<file path="src/rtl/regen_pkg.sv">
`timescale 1ns/1ps
package regen_pkg;
  localparam int unsigned SyncStagesDef = 2;

  typedef enum logic {
    SRC_LOOP = 1'b0,
    SRC_HOST = 1'b1
  } mod_src_e;
endpackage

</file>
<file path="src/rtl/regen_sync.sv">
`timescale 1ns/1ps
module regen_sync #(
  parameter int unsigned STAGES  = 2,
  parameter logic        RST_VAL = 1'b1
) (
  input  logic clk_i,
  input  logic rst_ni,
  input  logic d_i,
  output logic q_o
);
  logic [STAGES-1:0] pipe_q;

  for (genvar i = 0; i < STAGES; i++) begin : g_stage
    logic src;
    if (i == 0) begin : g_first
      assign src = d_i;
    end else begin : g_next
      assign src = pipe_q[i-1];
    end
    always_ff @(posedge clk_i or negedge rst_ni) begin
      if (!rst_ni) pipe_q[i] <= RST_VAL;
      else         pipe_q[i] <= src;
    end
  end

  assign q_o = pipe_q[STAGES-1];
endmodule

</file>
<file path="src/rtl/regen_capture.sv">
`timescale 1ns/1ps
module regen_capture (
  input  logic clk_i,
  input  logic rst_ni,
  input  logic bit_clk_i,
  input  logic hit_i,
  output logic bit_o,
  output logic flag_o,
  output logic rise_o
);
  logic bclk_q, flag_q, bit_q;

  assign rise_o = bit_clk_i & ~bclk_q;

  always_ff @(posedge clk_i or negedge rst_ni) begin
    if (!rst_ni) begin
      bclk_q <= 1'b0;
      flag_q <= 1'b0;
      bit_q  <= 1'b0;
    end else begin
      bclk_q <= bit_clk_i;
      if (rise_o) begin
        // close the window: a hit in the rise cycle still counts
        bit_q  <= flag_q | hit_i;
        flag_q <= 1'b0;
      end else if (hit_i) begin
        flag_q <= 1'b1;
      end
    end
  end

  assign bit_o  = bit_q;
  assign flag_o = flag_q;
endmodule

</file>
<file path="src/rtl/regen_mod.sv">
`timescale 1ns/1ps
module regen_mod
  import regen_pkg::*;
(
  input  logic carrier_i,
  input  logic sel_i,
  input  logic we_i,
  input  logic wdata_i,
  input  logic bit_i,
  output logic mod_o
);
  mod_src_e src;
  logic     mod_bit;

  assign src     = (we_i && sel_i) ? SRC_HOST : SRC_LOOP;
  assign mod_bit = (src == SRC_HOST) ? wdata_i : bit_i;
  assign mod_o   = carrier_i & mod_bit;
endmodule

</file>
<file path="src/rtl/pulse_regen.sv">
`timescale 1ns/1ps
module pulse_regen
  import regen_pkg::*;
#(
  parameter int unsigned SYNC_STAGES = SyncStagesDef
) (
  input  logic clk_i,
  input  logic rst_ni,
  input  logic carrier_i,
  input  logic bit_clk_i,
  input  logic ret_raw_i,
  input  logic sel_i,
  input  logic we_i,
  input  logic wdata_i,
  output logic regen_o,
  output logic mod_o
);
  logic ret_s, hit_w, flag_w, rise_w, bit_w;

  regen_sync #(
    .STAGES (SYNC_STAGES),
    .RST_VAL(1'b1)
  ) i_sync (
    .clk_i (clk_i),
    .rst_ni(rst_ni),
    .d_i   (ret_raw_i),
    .q_o   (ret_s)
  );

  assign hit_w = ~ret_s;

  regen_capture i_capture (
    .clk_i    (clk_i),
    .rst_ni   (rst_ni),
    .bit_clk_i(bit_clk_i),
    .hit_i    (hit_w),
    .bit_o    (bit_w),
    .flag_o   (flag_w),
    .rise_o   (rise_w)
  );

  regen_mod i_mod (
    .carrier_i(carrier_i),
    .sel_i    (sel_i),
    .we_i     (we_i),
    .wdata_i  (wdata_i),
    .bit_i    (bit_w),
    .mod_o    (mod_o)
  );

  assign regen_o = bit_w;
endmodule

</file>
<file path="config.mk">
export PLATFORM = sky130hd
export DESIGN_NAME = pulse_regen
export DESIGN_NICKNAME = d
export VERILOG_FILES = /design/src/rtl/regen_pkg.sv /design/src/rtl/regen_sync.sv /design/src/rtl/regen_capture.sv /design/src/rtl/regen_mod.sv /design/src/rtl/pulse_regen.sv
export SDC_FILE = /design/constraint.sdc
export NUM_CORES = 1
export LEC_CHECK = 0
export CORE_AREA = 10 10 47 49
export DETAILED_ROUTE_END_ITERATION = 10
export DIE_AREA = 0 0 57 59
export PLACE_DENSITY = 0.48
export SLEW_MARGIN = 20
export SYNTH_ARGS = -nofsm -noshare
export SYNTH_HDL_FRONTEND = slang
export SYNTH_HIERARCHICAL = 1
export SYNTH_SLANG_ARGS = --single-unit
</file>
<file path="constraint.sdc">
create_clock -name clk_i -period 1.2 [get_ports clk_i]
set_input_delay 0.24 -clock clk_i [delete_from_list [all_inputs] [get_ports clk_i]]
set_output_delay 0.24 -clock clk_i [all_outputs]
set_load 0.02 [all_outputs]
</file>
==> results of run 1 <==
-- per-layer routing --
layer / track usage [%] / vias to the layer above / wire (um)
li1: - / 71 / -
met1: 2.88 / 71 / 197
met2: 4.34 / 12 / 224
met3: 4.08 / 0 / 67
met4: 3.02 / 0 / 0
met5: 0 / - / 0
-- layout make-up --
| cell class | count | area (um^2) | area share [%] |
|---|---|---|---|
| sequential | 5 | 128 | 38.9 |
| timing repair buffer | 10 | 87.6 | 26.7 |
| multi-input combinational | 8 | 62.6 | 19.1 |
| clock buffer | 4 | 26.3 | 8.02 |
| tap | 16 | 20.0 | 6.11 |
| inverter | 1 | 3.75 | 1.15 |
-- kinds of logic (layout without fill, tap and decap cells) --
kind of cell / count (synthesis) / in the layout
simple gates: 6 / 6
flops: 5 / 5
mux: 2 / 2
buf+inv: 1 / 15
-- worst paths after layout --
check                                                     start                         endpoint  slack, ps  depth (start not counted)
worst max-delay path                i_capture/bit_o$_DFFE_PN0P_                            mod_o         20                          3
worst min-delay path                                     rst_ni       i_capture/bclk_q$_DFF_PN0_        220                          1
worst max register to register             i_sync/q_o$_DFF_PN1_      i_capture/bit_o$_DFFE_PN0P_         60                          3
worst min register to register  i_sync/g_stage[1].src$_DFF_PN1_             i_sync/q_o$_DFF_PN1_        360                          0
max in group asynchronous                                rst_ni  i_sync/g_stage[1].src$_DFF_PN1_        730                          1
min in group clk_i              i_sync/g_stage[1].src$_DFF_PN1_             i_sync/q_o$_DFF_PN1_        360                          0
-- critical path, stage by stage (launching register included) --
cell     delay (ps)
dfrtp_1         350
nand2_1          50
mux2i_1         140
buf_4           160
-- power groups by stage --
stage | clock [mW] | sequential, mW | combinational, mW
2_1_floorplan | 0 | 0.198 | 0.0257
3_3_place_gp | 0 | 0.192 | 0.0840
3_5_place_dp | 0 | 0.193 | 0.0882
4_1_cts | 0.198 | 0.191 | 0.0783
5_1_grt | 0.217 | 0.192 | 0.0854
6_report | 0.185 | 0.191 | 0.0785
-- layout by cell type, fill, tap and decap left out --
cell and count:
mux2i_1 1, inv_1 1, dlygate4sd2_1 4, clkbuf_4 3, mux2_4 1, nand2_1 3
or2_0 1, clkdlybuf4s50_1 3, dfrtp_1 3, dfstp_2 2, nor2b_1 1, nor2b_4 1
buf_4 3, clkbuf_1 1
-- flip-flops by register name (all words and copies together) (netlist names) --
register / flops
i_capture/bit_o: 1
i_capture/flag_o: 1
i_capture/bclk_q: 1
i_sync/g_stage.src: 1
i_sync/q_o: 1
-- stage by stage --
step	setup slack, ps	total power [mW]	utilization (%)
detailed placement	-584	0.281	22.2
global route	-85.6	0.495	23.4
finish	19.1	0.454	23.4
CTS	-24.1	0.468	23.2
global placement	-551	0.276	22.2
floorplan	63.1	0.224	-
-- repair_timing --
| item | CTS | global route |
|---|---|---|
| endpoints found under the setup margin | 2 | 2 |
| gates resized for setup | 13 | 2 |
| hold buffers | 0 | 0 |
| pin swaps | 3 | 0 |
==> flow_summary.ini, run 1 <==
[outcome]
status = complete, no violations

[finish]
antenna-diode-count = 0
nFillCells = 167
postLayoutCellArea_um2 = 328
layout.cells.non_filler = 44
layout-drive-gt1-share_pct = 35.7
nNetsFinal = 37
area_growth_pct = 69.0

[timing]
period_minus_slack_ps = 1180
fmax_mhz = 847
rsz0062_at_grt = yes
fin_setup_tns_ps = 0
slew_headroom_pct = 85.5
finalSetupViolations = 0
fin_crit_sh_pct = 98.4
fin_skew_ps = 2.32
final_max_slew_viol_count = 0
timing.hold.ws_ps = 221
worstMarginPinSlew_ps = 217
finalHoldViolations = 0

[power]
power_frac_seq_pct = 42.0
switching_share_pct = 21.7
power_switching_uw = 98.8
p_leak_nw = 0.154
intPower_uw = 356
vdd.ir_drop.worst_mv = 0.421
power.density_mw_per_mm2 = 1390
power_frac_comb_pct = 17.3
power.clock.fraction_pct = 40.8

[detailed_routing]
via_count = 154
drt_iter0_drc = 2
vias_per_cell = 3.50
routed_wl_um = 489
ant_nets = 0
drcViolationCount = 0
drtPass1Iterations = 2
drt-wirelength-per-cell_um = 11.1

[logic_synthesis]
synth_seq_cells = 5
postSynthCellCount = 14
synth_seq_area_share_pct = 65.8
synthSimpleGateAreaFrac_pct = 19.4
synth_mux_area_share_pct = 12.9
synth_top_family_by_area = simple AND/OR/NAND/NOR gates
async_reset_ff_share_pct = 100
synth_adder_area_share_pct = 0
synth_area_leaders = dfrtp_1, dfstp_2, mux2_4
yosysTopAreaCellShare_pct = 38.7
synth_nets = 22
synth_xor_area_share_pct = 0
netlist_top_cells_count = dfrtp_1, nand2_1, dfstp_2
ys_warn_count = 6
synth_compound_area_share_pct = 0
synth_flop_cell = dfrtp_1
synth_cell_type_count = 9
yosys.area.top_type = dfrtp_1
syn_avg_cell_area_um2 = 13.9
netlist_area_um2 = 194
synth_enable_flop_cells = 0

[clocking]
h-tree-depth = 1
cts_tree = yes
clock_sinks = 5
root_buffer = clkbuf_4
numCtsBuffers = 3
clk_latency_ps = 230
postCtsSetupRepairBufs = 0
clockBufferDepth = 2
clk_pin_slew_ps = 40

[global_routing]
first_global_vias = 173
grt_pass1_wl_um = 800
antenna_found_initial = 0
grt_max_degree = 6
grt_overflow_total = 0
grt_util_all_layers_pct = 3.47

[worst_setup_path]
cp.required_ps = 960
crit_arrival_ps = 940
criticalPathCategory = reg -> out
critPathMaxFanout = 2
critPathLaunchType = flip-flop
cp-end-kind = primary output

[flow_run]
cap_violations = 0

[floorplan]
die_x_um = 57
pin_count = 10
dieArea_mm2 = 0.00336
fp.dieH_um = 59
fp-row-count = 14
coreArea_mm2 = 0.00140
start_util_pct = 13.8

[placement]
placed_area_um2 = 312
port-buffer-count = 9
dpl.cell_count = 40
place.gp.congestion = 0.713
hpwlAfterDp_um = 413

[hold_path]
min_path_type = in -> async
No activity file was read; power rests on OpenSTA's default activity.
==> inputs of run 2 (changes only) <==
clock period = 1.4 ns   (was 1.2 ns; I/O delays follow)
==> run 2 against run 1 <==
  * Register-to-register slack better by 200 ps
  * Critical path type unchanged
  * Clock-buffer cell count unchanged
  * Flip-flop and latch count unchanged
  * Critical path depth decreased by 1
  * Core utilization rose by 1.3 points
  * Largest cell class unchanged
  * Design area rose by 5.3%
==> flow_summary.ini, run 2 (synthesis gave the netlist of run 1 again) <==
[floorplan]
fp-row-count = 14
pin_count = 10
coreArea_mm2 = 0.00140
dieArea_mm2 = 0.00336
start_util_pct = 13.8
die_x_um = 57
fp.dieH_um = 59

[detailed_routing]
drt_iter0_drc = 2
drcViolationCount = 0
via_count = 154
routed_wl_um = 501
ant_nets = 0
vias_per_cell = 3.50
drtPass1Iterations = 2
drt-wirelength-per-cell_um = 11.4

[power]
switching_share_pct = 21.7
power.clock.fraction_pct = 40.5
power_switching_uw = 84.9
p_leak_nw = 0.186
intPower_uw = 306
power.density_mw_per_mm2 = 1130
vdd.ir_drop.worst_mv = 0.362
power_frac_comb_pct = 17.7
power_frac_seq_pct = 41.7

[placement]
pre_cts_ws_ps = -464
place.gp.congestion = 0.713
placed_area_um2 = 312
hpwlAfterDp_um = 413
port-buffer-count = 9

[finish]
mostFrequentLayoutCells = dlymetal6s2s_1, clkbuf_4, dfrtp_1, nand2_1, clkdlybuf4s50_1
area_growth_pct = 78.1
antenna-diode-count = 0
postLayoutCellArea_um2 = 345
layout_commonest_cell = dlymetal6s2s_1
nNetsFinal = 37
layout-drive-gt1-share_pct = 32.1

[timing]
fin_crit_sh_pct = 94.7
worstMarginPinSlew_ps = 233
finalSetupViolations = 0
fin_skew_ps = 2.32
finalHoldViolations = 0
period_minus_slack_ps = 1330
rsz0062_at_grt = no
slew_headroom_pct = 84.5
fin_setup_tns_ps = 0
worst_slack_ps = 73.6
fmax_mhz = 754
final_max_slew_viol_count = 0

[clocking]
root_buffer = clkbuf_4
numCtsBuffers = 3
clock_sinks = 5
clk_latency_ps = 230
cts_hold_buf = 0
clk_pin_slew_ps = 40
clockBufferDepth = 2
h-tree-depth = 1
cts_tree = yes
postCtsSetupRepairBufs = 0

[worst_setup_path]
critPathMaxFanout = 2
worstPathCellList = buf_4, clkdlybuf4s15_1
cp_top_family = buffers and inverters
cp-end-kind = primary output
cp_num_buf_inv = 2
crit_arrival_ps = 1050
criticalPathCategory = reg -> out
cp.required_ps = 1120
critPathLaunchType = flip-flop
startpoint = i_capture/bit_o$_DFFE_PN0P_
rrSetupSlack_ps = 260
r2r_cells = 3
path_depth = 2
crit_path_max_incr_delay_ps = 380
slowest_stage = dfrtp_1
r2r-start = i_sync/q_o$_DFF_PN1_

[global_routing]
first_global_vias = 176
antenna_found_initial = 0
grt_max_degree = 6
grt_util_all_layers_pct = 3.51
grt_pass1_wl_um = 814
grt_overflow_total = 0

[hold_path]
min_path_type = in -> async

[flow_run]
cap_violations = 0

[outcome]
status = complete, no violations
[run 2: layout make-up]
type / instances / area (um^2)
fill: 166 / 1060
sequential: 5 / 128
timing repair buffer: 10 / 105
clock buffer: 4 / 26.3
tap: 16 / 20.0
inverter: 1 / 3.75
multi-input combinational: 8 / 62.6
[run 2: path summary, 6_finish.rpt]
path	end
setup / recovery	regen_o
max in group asynchronous	i_sync/g_stage[1].src$_DFF_PN1_
min in group clk_i	i_sync/q_o$_DFF_PN1_
setup reg to reg	i_capture/bit_o$_DFFE_PN0P_
hold reg to reg	i_sync/q_o$_DFF_PN1_
hold / removal	i_capture/bclk_q$_DFF_PN0_
[run 2: power by group through the flow]
stage                     sequential [mW]  clock (mW)  combinational, mW
after floorplan                     0.170           0             0.0221
after global placement              0.164           0             0.0720
after detailed placement            0.166           0             0.0756
after CTS                           0.164       0.170             0.0721
after global routing                0.165       0.186             0.0752
final                               0.163       0.159             0.0693
[run 2: stage by stage]
step	total power, mW	hold WS (ps)	utilization [%]	cells
finish	0.391	261	24.6	44
global route	0.426	250	24.6	44
global placement	0.236	348	22.2	40
CTS	0.406	257	23.8	44
floorplan	0.192	-15.6	-	14
detailed placement	0.241	354	22.2	40
[run 2: metal layers]
layer	vias to the layer above	global-route usage [%]	part of all wire (%)
li1	71	-	-
met1	71	3.00	41
met2	12	4.34	46
met3	0	4.08	12
met4	0	3.02	0
met5	-	0	0
[run 2: what timing repair did]
| item | in CTS | in global routing |
|---|---|---|
| resized for setup | 6 | 5 |
| gates cloned | 0 | 0 |
| endpoints found under the setup margin | 2 | 2 |
| pin swaps | 0 | 1 |
